### src/rtl/cxp_pkg.sv
package cxp_pkg;

  typedef enum logic [3:0] {
    CC_ZS  = 4'd0,  CC_ZC  = 4'd1,  CC_CS  = 4'd2,  CC_CC  = 4'd3,
    CC_NS  = 4'd4,  CC_NC  = 4'd5,  CC_VS  = 4'd6,  CC_VC  = 4'd7,
    CC_UHI = 4'd8,  CC_ULS = 4'd9,  CC_SGE = 4'd10, CC_SLT = 4'd11,
    CC_SGT = 4'd12, CC_SLE = 4'd13, CC_ALW = 4'd14, CC_NEV = 4'd15
  } cond_sel_e;

  typedef struct packed {
    logic n;
    logic z;
    logic c;
    logic v;
  } flags_t;

  // Evaluate one condition selector against a flag set.
  function automatic logic cond_holds(input cond_sel_e sel, input flags_t f);
    logic r;
    case (sel)
      CC_ZS:   r = f.z;
      CC_ZC:   r = !f.z;
      CC_CS:   r = f.c;
      CC_CC:   r = !f.c;
      CC_NS:   r = f.n;
      CC_NC:   r = !f.n;
      CC_VS:   r = f.v;
      CC_VC:   r = !f.v;
      CC_UHI:  r = f.c && !f.z;
      CC_ULS:  r = !f.c || f.z;
      CC_SGE:  r = (f.n == f.v);
      CC_SLT:  r = (f.n != f.v);
      CC_SGT:  r = !f.z && (f.n == f.v);
      CC_SLE:  r = f.z || (f.n != f.v);
      CC_ALW:  r = 1'b1;
      default: r = 1'b0;
    endcase
    return r;
  endfunction

endpackage

### src/rtl/cxp_cond_eval.sv
module cxp_cond_eval
  import cxp_pkg::*;
(
  input  logic [3:0] sel,
  input  logic       fn,
  input  logic       fz,
  input  logic       fc,
  input  logic       fv,
  output logic       hit
);
  flags_t fl;

  always_comb begin
    fl  = '{n: fn, z: fz, c: fc, v: fv};
    hit = cond_holds(cond_sel_e'(sel), fl);
  end
endmodule

### src/rtl/cxp_run_counter.sv
module cxp_run_counter #(
  parameter int CNT_W = 4
) (
  input  logic             clk,
  input  logic             rst_n,
  input  logic             load,
  input  logic [CNT_W-1:0] load_val,
  input  logic             dec,
  output logic [CNT_W-1:0] count,
  output logic             empty
);
  logic [CNT_W-1:0] cnt_q;

  always_ff @(posedge clk) begin
    if (!rst_n)             cnt_q <= '0;
    else if (load)          cnt_q <= load_val;
    else if (dec && !empty) cnt_q <= cnt_q - 1'b1;
  end

  assign count = cnt_q;
  assign empty = (cnt_q == '0);
endmodule

### src/rtl/cond_exec_gate.sv
module cond_exec_gate #(
  parameter int CNT_W = 4
) (
  input  logic             clk,
  input  logic             rst_n,
  input  logic             pfx_valid,
  input  logic [3:0]       pfx_cond,
  input  logic [CNT_W-1:0] pfx_taken_len,
  input  logic [CNT_W-1:0] pfx_untaken_len,
  input  logic             flag_n,
  input  logic             flag_z,
  input  logic             flag_c,
  input  logic             flag_v,
  input  logic             retire,
  output logic             exec_enable
);
  localparam int NUM_RUNS = 2;

  // Named internal events, used by the checker
  logic             cond_now;
  logic             cond_hold;
  logic             taken_empty;
  logic             untaken_empty;
  logic [CNT_W-1:0] taken_left;
  logic [CNT_W-1:0] untaken_left;
  logic             win_idle;
  logic             slot_use;
  logic             dec_taken;
  logic             dec_untaken;

  logic [CNT_W-1:0] run_load_val [NUM_RUNS];
  logic [CNT_W-1:0] run_count    [NUM_RUNS];
  logic             run_empty    [NUM_RUNS];
  logic             run_dec      [NUM_RUNS];

  cxp_cond_eval u_eval (
    .sel (pfx_cond),
    .fn  (flag_n),
    .fz  (flag_z),
    .fc  (flag_c),
    .fv  (flag_v),
    .hit (cond_now)
  );

  always_ff @(posedge clk) begin
    if (!rst_n)         cond_hold <= 1'b1;
    else if (pfx_valid) cond_hold <= cond_now;
  end

  // A prefix has priority: a retire in the same cycle uses no slot.
  assign slot_use    = retire && !pfx_valid;
  assign dec_taken   = slot_use && !taken_empty;
  assign dec_untaken = slot_use && taken_empty && !untaken_empty;

  assign run_load_val[0] = pfx_taken_len;
  assign run_load_val[1] = pfx_untaken_len;
  assign run_dec[0]      = dec_taken;
  assign run_dec[1]      = dec_untaken;

  for (genvar gi = 0; gi < NUM_RUNS; gi++) begin : g_run
    cxp_run_counter #(.CNT_W(CNT_W)) u_cnt (
      .clk      (clk),
      .rst_n    (rst_n),
      .load     (pfx_valid),
      .load_val (run_load_val[gi]),
      .dec      (run_dec[gi]),
      .count    (run_count[gi]),
      .empty    (run_empty[gi])
    );
  end

  assign taken_left    = run_count[0];
  assign untaken_left  = run_count[1];
  assign taken_empty   = run_empty[0];
  assign untaken_empty = run_empty[1];
  assign win_idle      = taken_empty && untaken_empty;

  always_comb begin
    if (!taken_empty)        exec_enable = cond_hold;
    else if (!untaken_empty) exec_enable = !cond_hold;
    else                     exec_enable = 1'b1;
  end
endmodule

### config.mk
export PLATFORM = sky130hd
export DESIGN_NAME = cond_exec_gate
export DESIGN_NICKNAME = d
export VERILOG_FILES = /design/src/rtl/cxp_pkg.sv /design/src/rtl/cxp_cond_eval.sv /design/src/rtl/cxp_run_counter.sv /design/src/rtl/cond_exec_gate.sv
export SDC_FILE = /design/constraint.sdc
export NUM_CORES = 1
export LEC_CHECK = 0
export ABC_CLOCK_PERIOD_IN_PS = 2020
export BUFFER_PORTS_ARGS = -buffer_cell sky130_fd_sc_hd__buf_2
export CORE_MARGIN = 2
export CORE_UTILIZATION = 41
export CTS_CLUSTER_DIAMETER = 60
export DETAILED_ROUTE_END_ITERATION = 16
export PLACE_DENSITY = 0.71
export SLEW_MARGIN = 20
export SYNTH_ARGS = -nofsm -noshare
export SYNTH_HDL_FRONTEND = slang
export SYNTH_SLANG_ARGS = --single-unit
### constraint.sdc
create_clock -name clk -period 2.02 [get_ports clk]
set_input_delay 0.404 -clock clk [delete_from_list [all_inputs] [get_ports clk]]
set_output_delay 0.404 -clock clk [all_outputs]
set_load 0.01 [all_outputs]
# After elaboration in Yosys (flattened, before gate mapping)
# Cells that the tools add are included.
[totals]
regBits = 9
elab_cells = 51
inputBits = 20
out_inout_bits = 1
[classes]
n_eq_ne = 16
mux = 7
reduce_logical = 23
add_sub_neg = 2
[ops]
columns = ["cell", "n"]
rows = [
  ["$eq A4 B4 Y1 const B", 7],
  ["$eq A4 B3 Y1 const B", 4],
  ["$mux W4", 4],
  ["$pmux W1 S15", 1],
  ["$logic_not A4 Y1", 3],
  ["$eq A4 B2 Y1 const B", 2],
  ["$logic_and A1 B1 Y1", 8],
  ["$logic_not A1 Y1", 8],
  ["$sub A4 B1 Y4 const B", 2],
  ["$eq A4 B1 Y1 const B", 1],
  ["$reduce_bool A2 Y1", 2],
  ["$logic_or A1 B1 Y1", 2],
  ["$mux W1", 2],
  ["$eq A1 B1 Y1", 1],
  ["$ne A1 B1 Y1", 1],
]

# Longest topological paths before layout
[logic_depth]
ltp_word = 7
ltp_mapped = 8
mapped_depth_nobuf = 7

# Hierarchy
# Synthesis repeated with hierarchy kept, for this count alone.
[unflattened]
cells_unflattened = 98
area_unflattened_um2 = 773.2
[modules_own_cells]
columns = ["module", "n_inst", "cells_per_inst", "area_per_inst_um2", "seq_area_each_um2"]
rows = [
  ["cxp_run_counter", 2, 31, 256.5, 80.1],
  ["cxp_cond_eval", 1, 28, 193.9, 0.0],
  ["cond_exec_gate", 1, 8, 66.3, 20.0],
]

# Worst setup path before layout
# No wires, ideal clock.
[synth_path]
path_kind = "register to register"
start = "register g_run[0].u_cnt.cnt_q[0]"
end = "register g_run[1].u_cnt.cnt_q[3]"
setup_slack_ps = 179
period_less_slack_ps = 1841
n_path_buf = 1
path_stages_with_launch = 9
arrival_ps = 1724
path_cell_list = "dfxtp_1 > inv_1 > ha_1 > or3b_1 > buf_6 > nor4b_4 > nand2_1 > xnor2_1 > o211a_1"
[synth_via]
elab_chain_len = 5
[synth_rtl]
columns = ["element", "line", "source"]
rows = [
  ["start: declaration", "cxp_run_counter.sv:12", "logic [CNT_W-1:0] cnt_q;"],
  ["start signal: assignment", "cxp_run_counter.sv:16", "else if (load) cnt_q <= load_val;"],
  ["start signal: assignment", "cxp_run_counter.sv:17", "else if (dec && !empty) cnt_q <= cnt_q - 1'b1;"],
  ["$logic_not A4 Y1", "cxp_run_counter.sv:21", "assign empty = (cnt_q == '0);"],
  ["$logic_and A1 B1 Y1 (2 in a row)", "cond_exec_gate.sv:53", "assign dec_untaken = slot_use && taken_empty && !untaken_empty;"],
  ["$logic_and A1 B1 Y1", "cxp_run_counter.sv:17", ""],
  ["$reduce_bool A2 Y1 (no source line)", "--", ""],
  ["end signal: assignment", "cxp_run_counter.sv:16", ""],
  ["end signal: assignment", "cxp_run_counter.sv:17", ""],
  ["end: declaration", "cxp_run_counter.sv:12", ""],
]
# Every way passes these cells.
# A chain may end at the register's enable or synchronous reset.

# Final worst setup path
[layout_path]
start = "register g_run[0].u_cnt.cnt_q[1]"
end = "output port exec_enable"
[layout_via]
elab_chain_len = 2
[layout_rtl]
columns = ["element", "line", "source"]
rows = [
  ["$logic_not A4 Y1", "cxp_run_counter.sv:21", ""],
  ["$mux W1", "cond_exec_gate.sv:79", "if (!taken_empty) exec_enable = cond_hold;"],
  ["end: declaration", "cond_exec_gate.sv:15", "output logic exec_enable"],
]
# Every way passes these cells.

==> results.yml <==
cts:
  clk_pin_slew_ns: 0.06
  clkLatencyLatePin_ns: 0.27
  cts_root_buffer: "clkbuf_4"
  cts_made_buffers: 3
  h-tree-depth: 1
  cts_sinks: 9
  clk_path_buf_depth: 2
  cts_tree: "yes"
sta:
  fin_crit_ns: 1.92
  timing.final.crit_share_pct: 95.3
  finalSetupTns_ns: 0
  tightestPinTransition_ns: 0.355
  grt_setup_unrepaired: "false"
  finalMaxSlewViolations: 0
  slew_headroom_pct: 75.7
  fin_hold_ws_ns: 0.359
  setup_viol: 0
  fin_skew_ns: 0.00894
  timing.fmax_mhz: 520
  hold_viol: 0
synth:
  ys_seq_elements: 9
  syn_nets: 111
  yosysWarnings: 0
  synth_top_cell_by_area: "dfxtp_1"
  synth_area_um2: 714
  synth-seq-area-share_pct: 25.2
  synth_cells: 89
  yosys-top-cells-area: "dfxtp_1 (25%), xnor2_1 (4.9%), nand2_1 (4.7%), o211a_1 (4.2%), nor3b_1 (4.2%)"
  synth.distinct_cells: 38
  syn_area_per_cell_um2: 8.03
  yosysTopAreaCellShare_pct: 25.2
floorplanning:
  dieWidth_um: 45.7
  die_h_um: 45.7
  fp.coreArea_um2: 1690
  ios: 21
  row_count: 15
  start_util_pct: 42.3
  dieArea_um2: 2090
power_and_ir_drop:
  p_leak_nw: 0.389
  vdd_drop_max_mv: 0.255
  p_per_area_nw_per_um2: 591
grt:
  grt_pass1_wl_um: 2340
  grt_pass1_vias: 609
  grt_max_degree: 13
  grt_overflow_total: 0
  track_usage_pct: 15.8
  antenna_found_initial: 0
drt:
  route.vias.total: 707
  drtPass1Iterations: 4
  drc_errors: 0
  drt-initial-drc-count: 8
  routedWlPerCell_um: 11.0
  viasPerCell: 5.52
  detail-route-antenna-nets: 0
  finalWirelength_um: 1410
cells_and_area:
  drive_gt1_share_pct: 30.6
  final_nets: 134
  stdcell_area_um2: 876
  fillers: 165
  area_growth_pct: 22.6
  layout_commonest_cell: "buf_2"
  antenna_cells: 0
  final_cell_mix: "buf_2 (20), nand2_1 (9), dfxtp_1 (9), a21oi_1 (5)"
setup_path:
  cp-end-kind: "output pin"
  critical-path-max-stage-delay_ns: 0.39
  crit_chain: "inv_2, ha_4, or3b_4, nor2_1, a21oi_1, buf_2"
  crit_required_ns: 1.62
  arrival_ns: 1.52
  startpoint_type: "flip-flop"
  cp_max_fo: 4
  slowest_stage: "or3b_4"
  critPathKind: "reg -> out"
place:
  hpwlAfterDp_um: 1110
  gp_congestion: 0.814
  place_area_um2: 807
  portBuffers: 20
outcome:
  outcome: "complete, no violations"
flow_run:
  maxCapViolCount: 0
hold_path:
  hold_path.class: "in -> reg"
cells by family (layout without fill, tap and decap cells):
family / after synthesis / count (layout) / share of synthesized area, %
AO/OA/AOI/OAI: 25 / 25 / 24.9
XOR/XNOR: 7 / 7 / 8.58
adder cells (fa/ha/maj): 2 / 2 / 3.50
buffers and inverters: 11 / 33 / 7.18
flip-flops: 9 / 9 / 25.2
multiplexers: 1 / 1 / 1.40
AND/OR/NAND/NOR: 34 / 34 / 29.2
Yosys cell counts:
master	number
and3b_1	1
o21ai_1	1
a31oi_1	2
nand3_1	1
clkbuf_1	2
inv_1	5
a21boi_0	2
nand4_1	1
and2_1	2
a22oi_1	2
nand3b_1	1
o211a_1	3
buf_2	2
xor2_1	3
mux2i_1	1
or4b_2	1
buf_6	1
o32ai_1	1
a2111oi_0	1
nor3b_1	4
a311oi_1	1
a211o_1	1
a2bb2oi_1	1
nand2_1	9
nor3_1	2
or3b_1	1
nor2b_1	3
nand2b_1	3
nor4b_4	1
o21ai_0	3
inv_2	1
a21oi_1	5
xnor2_1	4
ha_1	2
a221oi_1	1
dfxtp_1	9
o211ai_1	1
nor2_1	4
area by class of cell:
type / instances / area, µm² / share of cell area (%)
Multi-Input combinational cell: 69 / 503 / 57.4
Clock buffer: 4 / 26.3 / 3.00
Timing Repair Buffer: 23 / 123 / 14.0
Tap cell: 17 / 21.3 / 2.43
Sequential cell: 9 / 180 / 20.6
Inverter: 6 / 22.5 / 2.57
state kept, by name, summed over array words and instances (netlist names):
register,cells
g_run.u_cnt.count,8
cond_hold,1
final timing paths:
kind / from / to / slack, ns / depth (start not counted)
hold / removal: pfx_untaken_len[0] / g_run[1].u_cnt.count[0] / 0.36 / 2
setup / recovery: g_run[0].u_cnt.count[1] / exec_enable / 0.1 / 6
hold reg to reg: cond_hold / cond_hold / 0.52 / 2
setup reg to reg: g_run[0].u_cnt.count[1] / g_run[1].u_cnt.count[0] / 0.12 / 9
per-layer routing:
metal	up-vias	share of wire [%]	GRT usage, %	routed length, µm
met5	-	0	0	0
met2	18	47	24.8	661
li1	367	-	-	-
met1	317	45	17.9	635
met4	0	3.7	14.9	52
met3	5	4.5	2.38	63
worst max-delay path: cells and delay by family, from the launching register on:
kind / cells / cell delay, ns
flops: 1 / 0.33
simple gates: 2 / 0.50
fa+ha+maj: 1 / 0.14
compound gates: 1 / 0.08
buf+inv: 2 / 0.21
per-stage QoR:
step | total power [mW] | utilization [%] | setup WS (ns) | cells
finish | 0.518 | 51.9 | 0.0952 | 128
global route | 0.556 | 51.9 | 0.00937 | 128
CTS | 0.520 | 50.8 | 0.0171 | 127
detailed placement | 0.361 | 47.8 | 0.0359 | 121
global placement | 0.355 | 47.8 | 0.122 | 121
floorplan | 0.321 | - | 0.179 | 89
what timing repair did:
action                                  in CTS  in global routing
pin swaps                                    0                  3
setup buffers                                2                  1
gates resized for setup                      3                  3
hold buffers                                 0                  0
endpoints found under the setup margin       1                  2
power breakdown:
| group | switching, mW | internal, mW |
|---|---|---|
| clock | 0.0635 | 0.0762 |
| sequential | 0.0131 | 0.192 |
| combinational | 0.0813 | 0.0913 |
No activity file was read; power rests on OpenSTA's default activity.
